[src/rtl/pulse_timer.sv]
module pulse_timer #(
  parameter int DW = 8
) (
  input  logic          clk,
  input  logic          rst_n,
  input  logic          cnt_en,
  input  logic          bus_wr,
  input  logic [1:0]    bus_addr,
  input  logic [DW-1:0] bus_wdata,
  output logic [DW-1:0] bus_rdata,
  input  logic          meas_in,
  output logic          irq
);
  localparam logic [1:0] M_WIDTH  = 2'd1;
  localparam logic [1:0] M_PERIOD = 2'd2;

  logic          start_req, run, first_wrap, edge_f, unf_f, irq_q, act_hi;
  logic [1:0]    mode;
  logic [DW-1:0] pre_rl, pre_q, cnt_rl, cnt_q;
  logic          s1, s2, sd;

  wire act_now  = act_hi ? s2 : ~s2;
  wire act_prev = act_hi ? sd : ~sd;
  wire gate     = (mode != M_WIDTH) | act_now;
  wire step     = cnt_en & run & start_req & gate;
  wire pre_wrap = step & (pre_q == '0);
  wire cnt_wrap = pre_wrap & (cnt_q == '0);

  wire wr_ctrl = bus_wr & (bus_addr == 2'd0);
  wire wr_mode = bus_wr & (bus_addr == 2'd1);
  wire wr_pre  = bus_wr & (bus_addr == 2'd2);
  wire wr_cnt  = bus_wr & (bus_addr == 2'd3);

  wire edge_hit = run & (
      ((mode == M_WIDTH)  & act_prev & ~act_now) |
      ((mode == M_PERIOD) & act_now & ~act_prev) |
      ((mode == M_PERIOD) & first_wrap & pre_wrap));

  always_ff @(posedge clk or negedge rst_n) begin
    if (!rst_n) begin
      s1 <= 1'b0; s2 <= 1'b0; sd <= 1'b0;
    end else begin
      s1 <= meas_in; s2 <= s1; sd <= s2;
    end
  end

  always_ff @(posedge clk or negedge rst_n) begin
    if (!rst_n) begin
      start_req  <= 1'b0;
      run        <= 1'b0;
      first_wrap <= 1'b0;
      mode       <= 2'd0;
      act_hi     <= 1'b0;
    end else begin
      if (wr_ctrl) start_req <= bus_wdata[0];
      if (wr_mode) begin
        mode   <= bus_wdata[1:0];
        act_hi <= bus_wdata[2];
      end
      if (cnt_en) run <= start_req;
      if (pre_wrap) first_wrap <= 1'b0;
      else if (cnt_en & start_req & ~run) first_wrap <= 1'b1;
    end
  end

  always_ff @(posedge clk or negedge rst_n) begin
    if (!rst_n) begin
      pre_rl <= '0; pre_q <= '0;
      cnt_rl <= '0; cnt_q <= '0;
    end else begin
      if (wr_pre) begin
        pre_rl <= bus_wdata;
        if (!run) pre_q <= bus_wdata;
      end else if (step) begin
        pre_q <= pre_wrap ? pre_rl : pre_q - 1'b1;
      end
      if (wr_cnt) begin
        cnt_rl <= bus_wdata;
        if (!run) cnt_q <= bus_wdata;
      end else if (pre_wrap) begin
        cnt_q <= cnt_wrap ? cnt_rl : cnt_q - 1'b1;
      end
    end
  end

  always_ff @(posedge clk or negedge rst_n) begin
    if (!rst_n) begin
      edge_f <= 1'b0; unf_f <= 1'b0; irq_q <= 1'b0;
    end else begin
      edge_f <= (edge_f & ~(wr_ctrl & ~bus_wdata[2])) | edge_hit;
      unf_f  <= (unf_f  & ~(wr_ctrl & ~bus_wdata[3])) | cnt_wrap;
      irq_q  <= cnt_wrap;
    end
  end

  assign irq = irq_q;

  always_comb begin
    bus_rdata = '0;
    case (bus_addr)
      2'd0: bus_rdata[3:0] = {unf_f, edge_f, run, start_req};
      2'd1: bus_rdata[2:0] = {act_hi, mode};
      2'd2: bus_rdata = pre_q;
      default: bus_rdata = cnt_q;
    endcase
  end
endmodule


[config.mk]
export PLATFORM = sky130hd
export DESIGN_NAME = pulse_timer
export DESIGN_NICKNAME = d
export VERILOG_FILES = /design/src/rtl/pulse_timer.sv
export SDC_FILE = /design/constraint.sdc
export NUM_CORES = 1
export LEC_CHECK = 0
export ABC_AREA = 1
export BUFFER_PORTS_ARGS = -buffer_cell sky130_fd_sc_hd__buf_2
export CAP_MARGIN = 5
export CORE_MARGIN = 2
export CORE_UTILIZATION = 54
export DETAILED_ROUTE_END_ITERATION = 10
export GPL_TIMING_DRIVEN = 0
export HOLD_SLACK_MARGIN = 0.12
export PLACE_DENSITY = 0.76
export SLEW_MARGIN = 10
export SYNTH_ARGS = -nofsm -noshare
export SYNTH_HDL_FRONTEND = slang
export SYNTH_SLANG_ARGS = --single-unit
export TNS_END_PERCENT = 1
[constraint.sdc]
create_clock -name clk -period 1.7 [get_ports clk]
set_clock_uncertainty 0.15 [all_clocks]
set_input_delay 0 -clock clk [delete_from_list [all_inputs] [get_ports clk]]
set_output_delay 0 -clock clk [all_outputs]
set_load 0.005 [all_outputs]
==> results of run 1 <==
-- cell usage after synthesis (all sizes together) --
master   n
a21oi   20
a31oi    1
buf      6
dfrtp   44
ha       4
inv     48
nand2   86
nand3   30
nand3b   1
nand4    2
nor2    61
nor3     1
o211ai   3
o21ai   23
o21bai   6
o221ai   1
o22ai    6
xnor2    2
xor2     6
-- critical path: stages (launching register included) --
cell and delay (ps):
dfrtp_1 400, inv_2 110, ha_4 150, nand2_4 60, inv_2 60, nand2_2 60
nor2_4 230, clkbuf_16 200, nand3_1 70, nand3_1 100, a21oi_2 60
-- layout make-up --
| class | instances | area, um^2 | area share [%] |
|---|---|---|---|
| multi-input cells | 255 | 1450 | 42.2 |
| clock buffers | 5 | 68.8 | 2.01 |
| plain buffers | 6 | 61.3 | 1.79 |
| repair buffers | 60 | 470 | 13.7 |
| well taps | 67 | 83.8 | 2.44 |
| inverters | 48 | 193 | 5.62 |
| flip-flops and latches | 44 | 1100 | 32.2 |
-- layer usage --
metal  routed length [um]  part of all wire (%)  GRT usage [%]
met2                 3460                    46           42.6
met5                    0                     0              0
met1                 3300                    44           36.2
met4                  200                   2.7           7.94
met3                  502                   6.7           4.47
-- what timing repair did --
action	in CTS	in global routing
resized for setup	6	39
pin swaps	2	17
cloned	0	3
hold endpoints to repair	82	0
hold buffers	20	0
setup buffers	2	14
endpoints found under the setup margin	17	18
-- stage by stage --
stage          std cells  TNS, ps  setup slack (ps)
2_1_floorplan        351        0              78.9
6_report             485     -115             -40.1
3_5_place_dp         441    -1730              -152
5_1_grt              485    -1030             -74.6
3_3_place_gp         441    -1530              -117
4_1_cts              468     -505             -77.9
-- power by group through the flow --
stage | combinational (mW) | sequential, mW | clock, mW
4_1_cts | 1.22 | 1.52 | 0.609
2_1_floorplan | 0.894 | 1.47 | 0
6_report | 1.49 | 1.54 | 0.611
3_5_place_dp | 1.16 | 1.53 | 0
3_3_place_gp | 1.13 | 1.52 | 0
5_1_grt | 1.65 | 1.57 | 0.651
-- sequential cells by signal, summed over array words and instances, names as in the netlist --
register    cells
mode            2
s2              1
irq             1
act_hi          1
edge_f          1
run             1
sd              1
start_req       1
cnt_q           8
pre_rl          8
cnt_rl          8
pre_q           8
s1              1
unf_f           1
first_wrap      1
-- final timing paths --
path | startpoint | endpoint
max | pre_q[0] | cnt_q[1]
min | bus_addr[0] | pre_rl[5]
max reg2reg | pre_q[0] | cnt_q[1]
min reg2reg | s1 | s2
max in group asynchronous | rst_n | cnt_q[2]
min in group asynchronous | rst_n | s2
-- logic make-up (layout without fill, tap and decap cells) --
kind of cell	after synthesis	count (layout)
fa+ha+maj	4	4
xor+xnor	8	8
compound gates	60	60
simple gates	181	183
flops	44	44
buf+inv	54	119
==> metrics.txt, run 1 <==
status=finished with violations; failing checks=negative setup slack; unrepaired setup endpoints after global routing=yes; Slew Viols, Final=0; Required @ worst endpoint=between 1500 and 2000 ps; Post-DRT Antenna Nets=0; Die Area=about 5500 um^2; most frequent cells in the layout=nand2_1 (71), nor2_1 (41), dfrtp_1 (41); average wire per standard cell=about 15 um; share of layout cells above drive strength 1=29.2%; H-tree level count=2; mux contribution to synthesized area=0%; clk_lat worst skew=about 300 ps; Rel. slew slack=about a third; setup violators final=8; Hold Violations, Final=0; area of the mapped netlist=2670 um^2; design area=3430 um^2; HP Class=input pin to register; initial DRC count=roughly 210; top cells by area, synth=dfrtp_1 (41%), nand2_1 (11%), nor2_1 (6.9%); kind of end point of the critical path=register; placed cell areas=2870 um^2; hpwl dp=approximately 4.5 mm; GRT Util Overall=26.2%; CTS tree=built; WP data arrival=around 1800 ps; initial core utilization=around 56%; fmax=between 500 and 600 MHz; antenna violations before repair=0; DIE HEIGHT=74.3 um; Gate Count Post-Synth=351; startpoint types=register; Pwr Total=3.64 mW; via-per-instance ratio=approximately 5.4; vias in the first global route=roughly 2300; P_int=approximately 2.2 mW; DRC=0; post-route minimum period=between 1500 and 2000 ps; routed wire length=between 7 and 8 mm; Clock Path Buffers=2; post-synthesis sequential element count=44; Distinct cells, synth=32; Rows=25; hold path depth=5; GPL Wtd Cong=roughly 0.92; adder-cell share of the synthesized area=1.88%; Comb pwr share=between 40% and 50%; Seq/Total Area, Yosys=about two fifths; setup slack, reg-to-reg=-40 ps; most common cell after layout, fill and taps aside=nand2_1; Post-Synth Simple-Gate Area=between 30% and 40%; final worst slack=-40.1 ps; io pins=24; core box area=between 4000 and 5000 um^2; Final period util=102%; WHS=about 140 ps; post-route core utilization=between 70 and 80%; FILL cells=394; layout overhead on the synthesized area=28.6%; Pleak=1.70 nW; cell area power density=1060 nW/um^2; Syn Nets=370; Final #Nets=439; area share of the largest cell type after synthesis=around 41%; clock power share=around 17%; global-route wire length before repair=about 11 mm; Post-Synth XOR/XNOR Area=around 2.6%; largest net degree at the start of global routing=45; YS warnings=0; P_sw=~1.4 mW; Die Width=approximately 74 um; Worst-path clk slew=approximately 80 ps; Sw Share=39.1%; Root Buffer Master=clkbuf_8; CTS Buf Count=5; max-cap violations=0; clock sink total=44; path depth of the worst reg2reg path=10; Crit Path Category=register to register; maximum VDD drop=roughly 0.00066 V; Synth Area per Inst=~7.6 um^2; Worst-Margin Slew=1000 ps; total congestion overflow=0; Vias=approximately 2600; CP Max Fanout=6; drt first pass iters=5; ANT cells=0; largest area contributor in the netlist=dfrtp_1; Port Buffers=23; Reg power frac=42.3%; Compound-Gate Fraction of Synth Area=13.8%; main combinational cell family by area after synthesis=simple AND/OR/NAND/NOR gates
Power figures use the tool's default switching activity.
==> run 2, diff against run 1 <==
--- a/config.mk
+++ b/config.mk
@@ -9,11 +9,11 @@
 export BUFFER_PORTS_ARGS = -buffer_cell sky130_fd_sc_hd__buf_2
 export CAP_MARGIN = 5
 export CORE_MARGIN = 2
-export CORE_UTILIZATION = 54
+export CORE_UTILIZATION = 51
 export DETAILED_ROUTE_END_ITERATION = 10
 export GPL_TIMING_DRIVEN = 0
 export HOLD_SLACK_MARGIN = 0.12
-export PLACE_DENSITY = 0.76
+export PLACE_DENSITY = 0.73
 export SLEW_MARGIN = 10
 export SYNTH_ARGS = -nofsm -noshare
 export SYNTH_HDL_FRONTEND = slang
==> run 2 against run 1 <==
The run still ends with negative setup slack left; combinational power down 9%; maximum frequency up 2.0%; non-clock buffer count down 6; setup slack better by 35 ps; core utilization down 6.7 points; design area down 3.2%; total power down 3.5%; sequential cell count unchanged; sequential power about the same; critical endpoint is now pre_q[7].
==> metrics.txt, run 2 (synthesis gave the netlist of run 1 again) <==
layout overhead on the synthesized area=24.5%; CTS Buf Count=5 (unchanged); H-tree level count=2 (unchanged); max-cap violations=0 (unchanged); Root Buffer Master=clkbuf_8; Post-DRT Antenna Nets=0 (unchanged); startpoint types=register; setup violators final=3 (-5); GPL Wtd Cong=0.874 (-5.2%); most frequent cells in the layout=nand2_1 (76), dfrtp_1 (44), nor2_1 (40); total congestion overflow=0 (unchanged); via-per-instance ratio=5.23 (-3.2%); final worst slack=-5.41 ps (+34.7 ps); post-route minimum period=1710 ps (-34.7 ps); Clock Path Buffers=2 (unchanged); global-route wire length before repair=11.6 mm (+7.9%); Final #Nets=432 (-1.6%); antenna violations before repair=0 (unchanged); average wire per standard cell=14.8 um (-3.8%); status=finished with violations; fin cells=481 (-0.82%); Die Width=76.3 um (+2.7%); cell area power density=1060 nW/um^2 (-0.35%); Port Buffers=23 (unchanged); Die Area=5820 um^2 (+5.6%); CTS tree=built; Slew Viols, Final=0 (unchanged); GRT Util Overall=25.0% (-1.3 points); Worst-path clk slew=80 ps (about the same); ANT cells=0 (unchanged); Vias=2515 (-4.0%); Rel. slew slack=33.4% (+0.21 points); core box area=5070 um^2 (+6.7%); FILL cells=447 (+13%); hpwl dp=4.61 mm (+1.5%); Pleak=1.65 nW (-3.0%); unrepaired setup endpoints after global routing=yes; largest net degree at the start of global routing=45 (unchanged); fmax=586 MHz (+2.0%); Worst-Margin Slew=999 ps (-3.08 ps); vias in the first global route=2417 (+6.7%); final setup TNS=-9.66 ps (+106 ps); HP Class=input pin to register; Crit Path Category=register to register; Hold Violations, Final=0 (unchanged); DIE HEIGHT=76.3 um (+2.7%); Final period util=100% (-2.0 points); failing checks=negative setup slack; most common cell after layout, fill and taps aside=nand2_1; share of layout cells above drive strength 1=25.3% (-3.9 points); io pins=24 (unchanged); Required @ worst endpoint=1750 ps (about the same); Rows=26 (+4.0%); routed wire length=7.12 mm (-4.6%); clk_lat worst skew=300 ps (about the same); initial DRC count=170 (-18%); kind of end point of the critical path=register; DRC=0 (unchanged); DP Cell Count=444 (+0.68%); WP data arrival=1750 ps (-30 ps); initial core utilization=52.6% (-3.5 points); clock sink total=44 (unchanged); CP Max Fanout=10 (+4); maximum VDD drop=0.000581 V (-12%); drt first pass iters=5 (unchanged)
run 2: cell count changes in the layout (fill, tap and decap cells not counted), sizes merged:
cell,before,now
nand3,31,30
buf,45,40
inv,48,47
clkinv,0,1
clkbuf,6,5
run 2: final cells by class:
cell class,instances,area (um^2),share of cell area (%)
multi-input cells,254,1410,42.6
flip-flops and latches,44,1100,33.1
repair buffers,54,402,12.1
inverters,48,195,5.88
well taps,70,87.6,2.64
clock buffers,5,68.8,2.07
plain buffers,6,53.8,1.62
run 2: worst paths after layout:
path / slack, ps / cells past startpoint / end / from
max: -5 / 9 / pre_q[7] / start_req
min: 160 / 5 / pre_rl[7] / bus_addr[0]
max reg2reg: -5 / 9 / pre_q[7] / start_req
min reg2reg: 200 / 0 / s2 / s1
max in group asynchronous: 540 / 2 / cnt_q[0] / rst_n
min in group asynchronous: 250 / 2 / s2 / rst_n
run 2: where the power goes:
part	total [mW]	switching (mW)	internal (mW)
clock	0.609	0.343	0.265
combinational	1.36	0.777	0.588
sequential	1.53	0.245	1.29
total	3.51	1.37	2.14
run 2: per-layer routing:
layer / wire length (um) / global-route usage (%) / share of wire [%]
met5: 0 / 0 / 0
met4: 166 / 9.09 / 2.3
met3: 419 / 4.15 / 5.9
met2: 3330 / 39.6 / 47
met1: 3210 / 34.5 / 45
run 2: repair_timing:
| item | in CTS | in global routing |
|---|---|---|
| gates cloned | 0 | 3 |
| setup buffers | 2 | 7 |
| endpoints found under the hold margin | 85 | 0 |
| gates resized for setup | 4 | 27 |
| hold buffers | 20 | 0 |
| setup endpoints to repair | 17 | 18 |
| pin swaps | 3 | 8 |
run 2: critical path: stages (launching register included):
cell and delay (ps):
dfrtp_1 390, nand2_1 110, nor2_4 180, inv_2 60, a21oi_4 170, nand2_2 90
nand2_4 140, inv_2 100, nor2_1 130, a21oi_2 70
run 2: metrics by stage:
| step | area, um^2 | power, mW | setup WS, ps | hold slack, ps | util (%) |
|---|---|---|---|---|---|
| 2_1_floorplan | 2670 | 2.37 | 78.9 | -446 | - |
| 3_3_place_gp | 2870 | 2.65 | -91.6 | -39.7 | 56.6 |
| 3_5_place_dp | 2870 | 2.69 | -131 | -35.4 | 56.6 |
| 4_1_cts | 3160 | 3.37 | -44.9 | 153 | 62.3 |
| 5_1_grt | 3320 | 3.77 | -145 | 191 | 65.5 |
| 6_report | 3320 | 3.51 | -5.41 | 161 | 65.5 |
==> run 3, diff against run 2 <==
--- a/config.mk
+++ b/config.mk
@@ -10,6 +10,7 @@
 export CAP_MARGIN = 5
 export CORE_MARGIN = 2
 export CORE_UTILIZATION = 51
+export CTS_CLUSTER_DIAMETER = 150
 export DETAILED_ROUTE_END_ITERATION = 10
 export GPL_TIMING_DRIVEN = 0
 export HOLD_SLACK_MARGIN = 0.12
==> constraint.sdc (replaced) <==
create_clock -name clk -period 1.7 [get_ports clk]
set_clock_uncertainty 0.15 [all_clocks]
set_input_delay 0.255 -clock clk [delete_from_list [all_inputs] [get_ports clk]]
set_output_delay 0.255 -clock clk [all_outputs]
set_load 0.005 [all_outputs]
==> run 3 against run 2 <==
The run still ends with negative setup slack left; first-iteration DRC count is 1.8% higher; combinational power shrank 4%; register-to-register slack about the same; hold slack improved by 18 ps; clock power barely moved; maximum frequency shrank 1.8%; total power is 1.6% lower; largest power group unchanged.
==> metrics.txt, run 3 (synthesis gave the netlist of run 1 again) <==
average wire per standard cell=14.8 um (about the same); routed wire length=6.91 mm (-3.0%); Final period util=102% (+1.9 points); CP Cell Sequence=inv_2, o22ai_1, a21oi_1, o21ai_1, buf_2; WP buf/inv=2 (unchanged); vias in the first global route=2381 (-1.5%); DRC=0 (unchanged); Pleak=1.60 nW (-2.9%); WP data arrival=1330 ps (-420 ps); clk_lat worst skew=300 ps (about the same); CTS tree=built; CP max stage cell=dfrtp_1; status=finished with violations; global-route wire length before repair=11.3 mm (-2.3%); Rel. slew slack=32.9% (-0.54 points); most frequent cells in the layout=nand2_1 (76), dfrtp_1 (44), nor2_1 (39); ANT cells=0 (unchanged); kind of end point of the critical path=primary output; hold path depth=3 (-2); crit path launch=pre_q[0]; initial DRC count=173 (+1.8%); total congestion overflow=0 (unchanged); Final #Nets=418 (-3.2%); DIE HEIGHT=76.3 um (unchanged); Root Buffer Master=clkbuf_8; final worst slack=-37.4 ps (-32.0 ps); Vias=2465 (-2.0%); Crit path depth=5 (-4); Rows=26 (unchanged); antenna violations before repair=0 (unchanged); Die Width=76.3 um (unchanged); FF/Latch Area=1100 um^2 (unchanged); design area=3200 um^2 (-3.7%); Worst-path clk slew=80 ps (about the same); GRT Util Overall=24.4% (-0.56 points); setup violators final=10 (+7); CTS Buf Count=5 (unchanged); unrepaired setup endpoints after global routing=yes; Hold Violations, Final=0 (unchanged); max-cap violations=0 (unchanged); Post-DRT Antenna Nets=0 (unchanged); layout overhead on the synthesized area=19.9%; failing checks=negative setup slack; maximum VDD drop=0.000575 V (-1.0%); FILL cells=459 (+2.7%); GPL Wtd Cong=0.874 (unchanged); path depth of the worst reg2reg path=8 (-1); share of layout cells above drive strength 1=26.2% (+0.89 points); via-per-instance ratio=5.28 (+0.95%); cell area power density=1080 nW/um^2 (+2.2%); most common cell after layout, fill and taps aside=nand2_1; startpoint types=register; CP Max Fanout=4 (-6); clock sink total=44 (unchanged); hpwl dp=4.61 mm (unchanged); final setup TNS=-146 ps (-137 ps); Slew Viols, Final=0 (unchanged); setup slack, reg-to-reg=-20 ps (about the same); drt first pass iters=4 (-1); Port Buffers=23 (unchanged); CP delay by family, top=flip-flops; fmax=576 MHz (-1.8%); H-tree level count=2 (unchanged); Clock Path Buffers=2 (unchanged); slowest stage delay, CP=410 ps (+20 ps); core box area=5070 um^2 (unchanged); placed cell areas=2870 um^2 (unchanged); HP Class=input pin to register; initial core utilization=52.6% (unchanged); io pins=24 (unchanged); Crit Path Category=register to primary output; Die Area=5820 um^2 (unchanged); RR Startpoint=pre_q[1]; hold_sp=bus_wr; Worst-Margin Slew=1010 ps (+8.11 ps); post-route minimum period=1740 ps (+32.0 ps); Required @ worst endpoint=1290 ps (-460 ps); multi-input logic area=1420 um^2 (+0.62%); largest net degree at the start of global routing=45 (unchanged)
[run 3: cell types whose count changed in the layout (fill, tap and decap cells not counted)]
cell,change
o21ai_0,-1
o21ai_1,+1
nor2_1,-1
nor2_2,+1
dlygate4sd3_1,-11
o221ai_1,-1
inv_1,-1
inv_2,+1
buf_4,-3
o221ai_2,+1
[run 3: layer usage]
layer,up-vias,global-route usage (%),part of all wire [%]
met2,96,38.6,46
met3,19,4.15,5.8
met1,1132,33.8,46
met4,0,9.09,2.4
li1,1218,-,-
met5,-,0,0
[run 3: timing repair]
| item | in CTS | in global routing |
|---|---|---|
| pin swaps | 3 | 8 |
| hold endpoints to repair | 54 | 0 |
| setup buffers | 2 | 4 |
| hold buffers | 9 | 0 |
| cloned | 0 | 3 |
| gates resized for setup | 6 | 29 |
| setup endpoints to repair | 20 | 21 |
[run 3: worst paths after layout]
check | end
max reg2reg | pre_q[0]
min reg2reg | s2
max in group asynchronous | pre_rl[6]
min | start_req
min in group asynchronous | act_hi
max | bus_rdata[0]
[run 3: report_power, final]
group	internal, mW	switching (mW)
clock	0.265	0.346
combinational	0.527	0.777
sequential	1.29	0.246
[run 3: per-stage QoR]
stage	util (%)	hold slack, ps	setup slack [ps]	power [mW]	std cells
after floorplan	-	-191	78.9	2.37	351
after global placement	56.6	186	-91.6	2.65	444
after detailed placement	56.6	185	-131	2.69	444
after CTS	60.1	169	-44.9	3.33	460
after global routing	63.0	213	-167	3.70	467
final	63.0	179	-37.4	3.45	467
[run 3: worst min-delay path: stages]
cell     delay [ps]
buf_2           140
nand2_1         120
o21ai_0          80
[run 3: final cells by class]
cell class | instances | area share [%]
Buffer | 6 | 1.68
Sequential cell | 44 | 34.4
Multi-Input combinational cell | 254 | 44.5
Inverter | 48 | 6.10
Tap cell | 70 | 2.74
Timing Repair Buffer | 40 | 8.41
Clock buffer | 5 | 2.15
